<file path="src/rtl/persist_dir_pkg.sv">
package persist_dir_pkg;
  localparam int WAYS    = 8;
  localparam int SETS    = 4;
  localparam int ADDR_W  = 12;
  localparam int AGE_W   = 4;
  localparam int WAY_W   = $clog2(WAYS);
  localparam int SET_W   = $clog2(SETS);
  localparam int TAG_W   = ADDR_W - SET_W;
  localparam logic [AGE_W-1:0] AGE_MAX = {AGE_W{1'b1}};

  typedef enum logic [1:0] {
    PROP_NORMAL  = 2'b00,
    PROP_STREAM  = 2'b01,
    PROP_PERSIST = 2'b10,
    PROP_ALT     = 2'b11
  } prop_e;

  typedef struct packed {
    logic             write;
    logic             fill;
    logic [WAY_W-1:0] way;
    logic [SET_W-1:0] set;
    logic [TAG_W-1:0] tag;
    prop_e            prop;
    logic             clear;
    logic             tick;
  } dir_cmd_t;
endpackage

</file>
<file path="src/rtl/persist_dir_store.sv">
module persist_dir_store
  import persist_dir_pkg::*;
(
  input  logic                         clk,
  input  logic                         rstN,
  input  logic [SET_W-1:0]             rdSet,
  input  dir_cmd_t                     cmd,
  output logic [WAYS-1:0]              rowValid,
  output logic [WAYS-1:0]              rowPers,
  output logic [WAYS-1:0]              rowStrm,
  output logic [WAYS-1:0][TAG_W-1:0]   rowTag,
  output logic [WAYS-1:0][WAY_W-1:0]   rowRank
);
  logic             validQ [SETS][WAYS];
  logic             persQ  [SETS][WAYS];
  logic             strmQ  [SETS][WAYS];
  logic [TAG_W-1:0] tagQ   [SETS][WAYS];
  logic [AGE_W-1:0] ageQ   [SETS][WAYS];
  logic [WAY_W-1:0] rankQ  [SETS][WAYS];
  logic [WAY_W-1:0] touchRank;

  assign touchRank = rankQ[cmd.set][cmd.way];

  always_comb begin
    for (int w = 0; w < WAYS; w++) begin
      rowValid[w] = validQ[rdSet][w];
      rowPers[w]  = persQ[rdSet][w];
      rowStrm[w]  = strmQ[rdSet][w];
      rowTag[w]   = tagQ[rdSet][w];
      rowRank[w]  = rankQ[rdSet][w];
    end
  end

  for (genvar s = 0; s < SETS; s++) begin : gSet
    for (genvar w = 0; w < WAYS; w++) begin : gWay
      logic setSel, lineSel;
      assign setSel  = cmd.write && (cmd.set == SET_W'(s));
      assign lineSel = setSel && (cmd.way == WAY_W'(w));

      always_ff @(posedge clk) begin
        if (!rstN) begin
          validQ[s][w] <= 1'b0;
          persQ[s][w]  <= 1'b0;
          strmQ[s][w]  <= 1'b0;
          tagQ[s][w]   <= '0;
          ageQ[s][w]   <= '0;
          rankQ[s][w]  <= WAY_W'(w);
        end else begin
          if (lineSel) begin
            ageQ[s][w] <= AGE_MAX;
            if (cmd.fill) begin
              validQ[s][w] <= 1'b1;
              tagQ[s][w]   <= cmd.tag;
              persQ[s][w]  <= (cmd.prop == PROP_PERSIST);
              strmQ[s][w]  <= (cmd.prop == PROP_STREAM);
            end else begin
              case (cmd.prop)
                PROP_PERSIST: begin persQ[s][w] <= 1'b1; strmQ[s][w] <= 1'b0; end
                PROP_STREAM:  if (!persQ[s][w]) strmQ[s][w] <= 1'b1;
                default:      begin persQ[s][w] <= 1'b0; strmQ[s][w] <= 1'b0; end
              endcase
            end
          end else if (cmd.tick && persQ[s][w]) begin
            if (ageQ[s][w] <= AGE_W'(1)) begin
              persQ[s][w] <= 1'b0;
              ageQ[s][w]  <= '0;
            end else begin
              ageQ[s][w] <= ageQ[s][w] - AGE_W'(1);
            end
          end
          if (cmd.clear) persQ[s][w] <= 1'b0;
          if (setSel) begin
            if (lineSel)                       rankQ[s][w] <= '0;
            else if (rankQ[s][w] < touchRank)  rankQ[s][w] <= rankQ[s][w] + WAY_W'(1);
          end
        end
      end
    end
  end
endmodule

</file>
<file path="src/rtl/persist_dir_ctrl.sv">
module persist_dir_ctrl
  import persist_dir_pkg::*;
(
  input  logic                         clk,
  input  logic                         rstN,
  input  logic                         reqValid,
  input  logic [ADDR_W-1:0]            reqAddr,
  input  logic [1:0]                   reqProp,
  input  logic [WAY_W-1:0]             resvWays,
  input  logic                         tenantDisable,
  input  logic                         persistClear,
  input  logic                         ageTick,
  input  logic [WAYS-1:0]              rowValid,
  input  logic [WAYS-1:0]              rowPers,
  input  logic [WAYS-1:0]              rowStrm,
  input  logic [WAYS-1:0][TAG_W-1:0]   rowTag,
  input  logic [WAYS-1:0][WAY_W-1:0]   rowRank,
  output dir_cmd_t                     cmd,
  output logic                         rspValid,
  output logic                         rspHit,
  output logic [WAY_W-1:0]             rspWay
);
  logic [TAG_W-1:0] reqTag;
  logic [WAY_W-1:0] effResv, hitWay, victim, bestRank;
  logic [WAYS-1:0]  hitVec, resvMask, candMask, invMask, strmMask, normMask, persMask, pool;
  logic             hit, persReq, invFound, poolFound;

  assign reqTag  = reqAddr[ADDR_W-1:SET_W];
  assign effResv = tenantDisable ? '0 : resvWays;
  assign persReq = (reqProp == PROP_PERSIST);

  for (genvar w = 0; w < WAYS; w++) begin : gMask
    assign hitVec[w]   = rowValid[w] && (rowTag[w] == reqTag);
    assign resvMask[w] = (WAY_W'(w) < effResv);
  end

  assign hit      = |hitVec;
  assign candMask = (persReq && effResv != '0) ? resvMask : ~(resvMask & rowPers);
  assign invMask  = candMask & ~rowValid;
  assign strmMask = candMask & rowValid & rowStrm;
  assign normMask = candMask & rowValid & ~rowStrm & ~rowPers;
  assign persMask = candMask & rowValid & rowPers;
  assign pool     = (|strmMask) ? strmMask : ((|normMask) ? normMask : persMask);

  always_comb begin
    hitWay = '0;
    for (int w = WAYS - 1; w >= 0; w--)
      if (hitVec[w]) hitWay = WAY_W'(w);
  end

  always_comb begin
    victim    = '0;
    bestRank  = '0;
    invFound  = 1'b0;
    poolFound = 1'b0;
    for (int w = 0; w < WAYS; w++) begin
      if (!invFound && invMask[w]) begin
        victim   = WAY_W'(w);
        invFound = 1'b1;
      end
    end
    if (!invFound) begin
      for (int w = 0; w < WAYS; w++) begin
        if (pool[w] && (!poolFound || rowRank[w] > bestRank)) begin
          victim    = WAY_W'(w);
          bestRank  = rowRank[w];
          poolFound = 1'b1;
        end
      end
    end
  end

  always_comb begin
    cmd.write = reqValid;
    cmd.fill  = !hit;
    cmd.way   = hit ? hitWay : victim;
    cmd.set   = reqAddr[SET_W-1:0];
    cmd.tag   = reqTag;
    cmd.prop  = prop_e'(reqProp);
    cmd.clear = persistClear;
    cmd.tick  = ageTick;
  end

  always_ff @(posedge clk) begin
    if (!rstN) begin
      rspValid <= 1'b0;
      rspHit   <= 1'b0;
      rspWay   <= '0;
    end else begin
      rspValid <= reqValid;
      rspHit   <= reqValid && hit;
      rspWay   <= reqValid ? cmd.way : '0;
    end
  end
endmodule

</file>
<file path="src/rtl/persist_dir.sv">
module persist_dir
  import persist_dir_pkg::*;
(
  input  logic              clk,
  input  logic              rstN,
  input  logic              reqValid,
  input  logic [ADDR_W-1:0] reqAddr,
  input  logic [1:0]        reqProp,
  input  logic [WAY_W-1:0]  resvWays,
  input  logic              tenantDisable,
  input  logic              persistClear,
  input  logic              ageTick,
  output logic              rspValid,
  output logic              rspHit,
  output logic [WAY_W-1:0]  rspWay
);
  dir_cmd_t                   cmd;
  logic [WAYS-1:0]            rowValid, rowPers, rowStrm;
  logic [WAYS-1:0][TAG_W-1:0] rowTag;
  logic [WAYS-1:0][WAY_W-1:0] rowRank;

  persist_dir_ctrl u_ctrl (
    .clk(clk), .rstN(rstN), .reqValid(reqValid), .reqAddr(reqAddr), .reqProp(reqProp),
    .resvWays(resvWays), .tenantDisable(tenantDisable), .persistClear(persistClear),
    .ageTick(ageTick), .rowValid(rowValid), .rowPers(rowPers), .rowStrm(rowStrm),
    .rowTag(rowTag), .rowRank(rowRank), .cmd(cmd), .rspValid(rspValid),
    .rspHit(rspHit), .rspWay(rspWay)
  );

  persist_dir_store u_store (
    .clk(clk), .rstN(rstN), .rdSet(reqAddr[SET_W-1:0]), .cmd(cmd),
    .rowValid(rowValid), .rowPers(rowPers), .rowStrm(rowStrm),
    .rowTag(rowTag), .rowRank(rowRank)
  );
endmodule

</file>
<file path="config.mk">
export PLATFORM = sky130hd
export DESIGN_NAME = persist_dir
export DESIGN_NICKNAME = d
export VERILOG_FILES = /design/src/rtl/persist_dir_pkg.sv /design/src/rtl/persist_dir_store.sv /design/src/rtl/persist_dir_ctrl.sv /design/src/rtl/persist_dir.sv
export SDC_FILE = /design/constraint.sdc
export NUM_CORES = 2
export LEC_CHECK = 0
export CORE_ASPECT_RATIO = 0.8
export CORE_UTILIZATION = 40
export CTS_CLUSTER_SIZE = 14
export DETAILED_ROUTE_END_ITERATION = 16
export DONT_BUFFER_PORTS = 1
export PLACE_DENSITY = 0.59
export SYNTH_ARGS = -nofsm -noshare
export SYNTH_HDL_FRONTEND = slang
export SYNTH_SLANG_ARGS = --single-unit
</file>
<file path="constraint.sdc">
create_clock -name clk -period 16.97 [get_ports clk]
set_input_delay 3.394 -clock clk [delete_from_list [all_inputs] [get_ports clk]]
set_output_delay 3.394 -clock clk [all_outputs]
set_load 0.1 [all_outputs]
</file>
---- After elaboration in Yosys (flattened, before gate mapping) ----
Memory sizes are Yosys's and may differ from the RTL's.
Cells that the tools add are included.
cells by class
  $add $sub $neg .......................... 64
  $lt $le $gt $ge ......................... 80
  equality and inequality tests ........... 20
  mux-type cells .......................... 1741
  bitwise logic cells ..................... 524
  reduce and logical (&&, ||, !) cells .... 121
operators with widths
  operator             number
  $mux 1               1504
  $or 1x1->1           512
  $mux 4               96
  $mux 10              32
  $mux 3               103
  $le 4x1->1 const B   32
  $sub 4x1->4 const B  32
  $add 3x1->3 const B  32
  $lt 3x3->1           32
  $logic_and 1x1->1    92
  $eq 10x10->1         8
  $and 8x8->8          7
  $not 8->8            4
  $mux 8               3
  $reduce_or 8->1      3
  $gt 3x3->1           7
  $logic_not 1->1      14
  $eq 3x3->1 const B   4
  $lt 3x3->1 const A   4
  $bmux 3 s3           1
  $logic_or 1x1->1     7
  $eq 2x2->1 const B   3
  $eq 3x2->1 const B   2
  $lt 1x3->1 const A   2
  11 further kinds     14
storage, ports and cells
  register bits ........................... 5
  RAM bits ................................ 640
  input bits .............................. 23
  output and inout port bits .............. 5
  word-level logic and storage cells ...... 2559
  memories ................................ 6
memory list
  name            depth  bits a word  read ports  clocked after memory_dff  wr ports  line                     RTL
  u_store.tagQ    4      80           1           0                         4         persist_dir_store.sv:17  logic [TAG_W-1:0] tagQ [SETS][WAYS];
  u_store.ageQ    4      32           4           0                         4         persist_dir_store.sv:18  logic [AGE_W-1:0] ageQ [SETS][WAYS];
  u_store.rankQ   4      24           5           0                         4         persist_dir_store.sv:19  logic [WAY_W-1:0] rankQ [SETS][WAYS];
  u_store.persQ   4      8            5           0                         4         persist_dir_store.sv:15  logic persQ [SETS][WAYS];
  u_store.strmQ   4      8            1           0                         4         persist_dir_store.sv:16  logic strmQ [SETS][WAYS];
  u_store.validQ  4      8            1           0                         4         persist_dir_store.sv:14  logic validQ [SETS][WAYS];

---- Depth between registers and ports, before layout ----
  depth in word-level cells ............... 76
  gate-level depth with buffers ........... 81
  mapped depth without buffers ............ 76

---- Cells and area by module ----
From an unflattened synthesis, not the netlist that was laid out.
unflattened totals
  cell total of the unflattened synthesis .. 3264
  area, all modules ....................... 38383.1 um2
modules (own cells, without submodules)
  module             times used  cells an instance  area an instance (um2)  seq. area each (um2)
  persist_dir_store  1           2794               34994.8                 19188.4
  persist_dir_ctrl   1           470                3388.2                  100.1

---- Worst setup path before layout ----
OpenSTA, ideal clock, no wires.
  path kind ............................... in2reg
  from .................................... in reqProp[0]
  to ...................................... mem u_store.rankQ[1][3] (netlist bit) (enable)
  setup time .............................. 0.327 ns
  data arrival time ....................... 18.015 ns
  required time ........................... 16.643 ns
  path slack .............................. -1.373 ns
  cell stages on the path ................. 74
  path buffers ............................ 4
  path through ............................ inv_1 -> ha_1 -> buf_2 -> nand2b_1 -> clkbuf_1 -> or3_1 -> and3_1 -> a22o_1 -> nor3_2 -> buf_4 -> a21oi_1 -> nor3b_1 -> inv_1 -> ha_1 -> a21o_1 -> a21oi_1 -> a31oi_1 -> nor3_1 -> [... 38 more ...] -> ha_1 -> a21o_1 -> a21oi_1 -> a311o_1 -> nor2_1 -> a31oi_1 -> and3_1 -> o2111a_1 -> nor2_1 -> buf_2 -> mux2i_1 -> mux2i_1 -> o21ai_0 -> ha_1 -> or2_2 -> nor3b_1 -> nor3_1 -> a21oi_1
RTL lines
  what                line                     RTL
  start: declaration  persist_dir.sv:8         input logic [1:0] reqProp,
  end: declaration    persist_dir_store.sv:19

==> flow_summary.toml <==
[finish]
fillers = 8560
layout.nets = 3640
layout-drive-gt1-share_pct = 13.9
antenna_cells = 0
syn2layout_area_growth_pct = 11.8

[clock_tree]
cts.sinks = 645
cts_buffers = 71
ctsLongestPathBuffers = 3
postCtsHoldBufs = 0
clk_latency_ps = 650
cts_tree = "yes"
clk_pin_slew_ps = 70
root_buffer = "clkbuf_16"
cts.htree.levels = 3

[detailed_routing]
wirelength_um = 124000
vias_per_cell = 6.24
drc = 0
num_vias = 29400
wl_per_cell_um = 26.4
final_antenna_net_count = 0
drt_iter0_drc = 4281
drt_first_pass_iters = 7

[yosys]
ys_seq_elements = 645
netlist_area_mm2 = 0.0378
syn_nets = 3620
synth_warnings = 0
synth_top_cell_by_area = "edfxtp_1"
async_reset_ff_share_pct = 0
synth_cells = 3413
synth.distinct_cells = 94
synth_area_per_cell_um2 = 11.1
synth_edf_count = 637
yosys.area.top_type_share_pct = 50.6
ys_seq_area_share_pct = 51.0
ys.flop_type = "edfxtp_1"
synth_area_leaders = "edfxtp_1 51%, mux4_2 7.6%, ha_1 6.1%"

[global_route]
grt_pass1_wl_um = 181000
grt_pass1_vias = 27100
grt_max_degree = 143
grt.total_usage_pct = 25.4
gr-total-overflow = 0
antenna_found_initial = 2

[sta]
hold_violations = 0
skew_ps = 37.6
relSlewSlack_pct = 22.2
setup_viol = 0
tightest_slew_ps = 1160
period_minus_slack_ps = 16410
fin_crit_sh_pct = 96.7
fmax_mhz = 60.9
maxSlewViolCount = 0
tns_ps = 0

[power_and_ir_drop]
p_leak_nw = 14.4
p_per_area_mw_per_mm2 = 101
ir_drop_mv = 0.0735
power_w = 0.00426

[setup_path]
rr_endpoint = "u_store.rankQ[3][11]"
r2r-start = "u_store.persQ[0][6]"
crit_type = "input port to flop"
cp_common_cell = "ha_1"
r2r_cells = 71
max_stage_delay_ps = 570
cp.depth = 70
start_kind = "input port"
end_kind = "flop"
crit_buf_inv = 11
path_delay_family = "compound AO/OA/AOI/OAI gates"
cp_data_arrival_time_ps = 16800
cp_max_fo = 142
cp_data_required_time_ps = 17370
reg2reg_slack_ps = 3100
cpMaxStageDelayCell = "mux4_2"

[run_status]
status = "finished clean"

[floorplanning]
die_y_um = 277
core_mm2 = 0.0933
top_level_ports = 28
rows = 100
die_w_um = 346
start_util_pct = 40.5
dieArea_mm2 = 0.0957

[place]
io_buffer_count = 0
hpwl_um = 81400
gp_congestion = 0.979

[hold_path]
hold_depth = 1
min-delay-start = "u_store.validQ[2][7]"
holdPathEnd = "u_store.validQ[2][7]"
hold_class = "flop to flop"

[run]
cap_violations = 0
==> placed cells by master (no fill, tap or decap), drive strengths merged, types with 17 or more instances in the layout <==
cell	Yosys	routed
mux4	127	127
o21a	42	42
and3	31	31
o22ai	36	36
o211ai	49	49
nand4	36	36
nand2b	23	23
nand3	79	79
xnor2	163	163
nor4	23	23
o221ai	33	33
buf	87	155
o31ai	21	21
nor3	130	130
nor3b	20	20
edfxtp	637	637
clkinv	0	32
a21o	22	22
nand2	243	243
a211o	22	22
and2	21	21
nor2	545	545
inv	139	143
or3	26	26
ha	184	184
a21oi	69	69
o21ai	253	253
a31oi	30	30
a311oi	17	17
clkbuf	122	87
o2111ai	26	26
==> per-stage QoR <==
| stage | setup slack, ps | instance area (µm²) | cells | utilization [%] | hold slack, ps |
|---|---|---|---|---|---|
| after floorplan | 40.5 | 37800 | 3413 | - | 425 |
| after global placement | 0.675 | 39700 | 4570 | 42.5 | 445 |
| after detailed placement | -199 | 39700 | 4570 | 42.5 | 455 |
| after CTS | 405 | 41900 | 4696 | 44.9 | 484 |
| after global routing | -107 | 42200 | 4710 | 45.3 | 494 |
| final | 562 | 42200 | 4710 | 45.3 | 475 |
==> what timing repair did <==
| item | CTS | global route |
|---|---|---|
| endpoints found under the setup margin | 0 | 1102 |
| hold endpoints to repair | 0 | 0 |
| gates resized for setup | 0 | 71 |
| setup buffers | 0 | 14 |
==> synth_stat cells (5+ instances only) <==
cell type / n
buf_2: 49
inv_1: 138
nor2_1: 542
nor3_1: 128
nor3b_1: 20
a311oi_1: 17
edfxtp_1: 637
clkbuf_1: 122
a41oi_1: 5
o221ai_1: 32
nand3_1: 78
nand4_1: 35
o21ai_0: 249
or2_2: 11
o32ai_1: 7
a211oi_1: 5
o2111ai_1: 26
nor2b_1: 12
or3_1: 26
mux2i_1: 9
xor2_1: 12
o31ai_1: 20
o211ai_1: 49
o211a_1: 5
o22ai_1: 36
a21o_1: 22
dfxtp_1: 8
buf_4: 10
ha_1: 184
and2_1: 19
nand2b_1: 23
nand3b_1: 5
buf_1: 22
xnor2_1: 163
a21oi_1: 69
a31oi_1: 30
mux4_2: 127
nand2_1: 242
o21a_1: 42
nor4_1: 23
and3_1: 31
buf_6: 6
a211o_1: 22
==> cell type report <==
type | count | area [µm²] | area share [%]
sequential | 645 | 19300 | 45.7
multi-input combinational | 2420 | 17400 | 41.2
clock buffer | 86 | 1850 | 4.39
tap | 1224 | 1530 | 3.63
timing repair buffer | 156 | 1330 | 3.15
inverter | 139 | 522 | 1.24
clock inverter | 40 | 318 | 0.752
==> routing by layer <==
layer	GRT usage (%)	part of all wire (%)	routed length, µm	vias up
met4	7.62	3.0	3680	0
met2	35.9	42	51600	1713
met3	5.79	12	15000	252
li1	-	-	-	12900
met5	0	0	0	-
met1	38.4	43	54000	14600
==> registers in the layout, indices dropped and copies added, names as in the netlist <==
| register | flops |
|---|---|
| u_store.tagQ | 320 |
| u_ctrl.rspWay | 3 |
| u_store.strmQ | 32 |
| u_store.ageQ | 128 |
| u_store.validQ | 32 |
| u_store.rankQ | 96 |
| u_store.persQ | 32 |
| u_ctrl.rspHit | 1 |
| u_ctrl.rspValid | 1 |
==> logic make-up (layout without fill, tap and decap cells) <==
group / count (synthesis) / in the layout / share of synthesized area [%]
xor gates and xnor gates: 175 / 175 / 4.06
DFF: 645 / 645 / 51.0
AOI/OAI and AO/OA: 693 / 693 / 12.3
adders and majority gates: 184 / 184 / 6.09
buffers and inverters: 348 / 421 / 3.84
and+or+nand+nor: 1228 / 1228 / 14.8
muxes: 140 / 140 / 7.93
==> where the power goes <==
group	internal [W]	leakage, nW	switching [W]	total [W]
clock	0.000830	1.06	0.000672	0.00150
combinational	0.000344	6.80	0.000536	0.000880
sequential	0.00183	6.54	0.0000510	0.00188
total	0.00300	14.4	0.00126	0.00426
==> worst max-delay path by stage <==
stage	start	end	slack [ps]
global placement	reqProp[0]	u_store.rankQ[3][17]	0.7
finish	reqAddr[1]	u_store.rankQ[3][11]	560
global route	reqAddr[1]	u_store.rankQ[0][17]	-110
floorplan	reqProp[0]	u_store.rankQ[2][12]	40
CTS	reqProp[0]	u_store.rankQ[1][13]	410
detailed placement	reqProp[0]	u_store.rankQ[3][17]	-200
(Power assumes the default switching activity.)
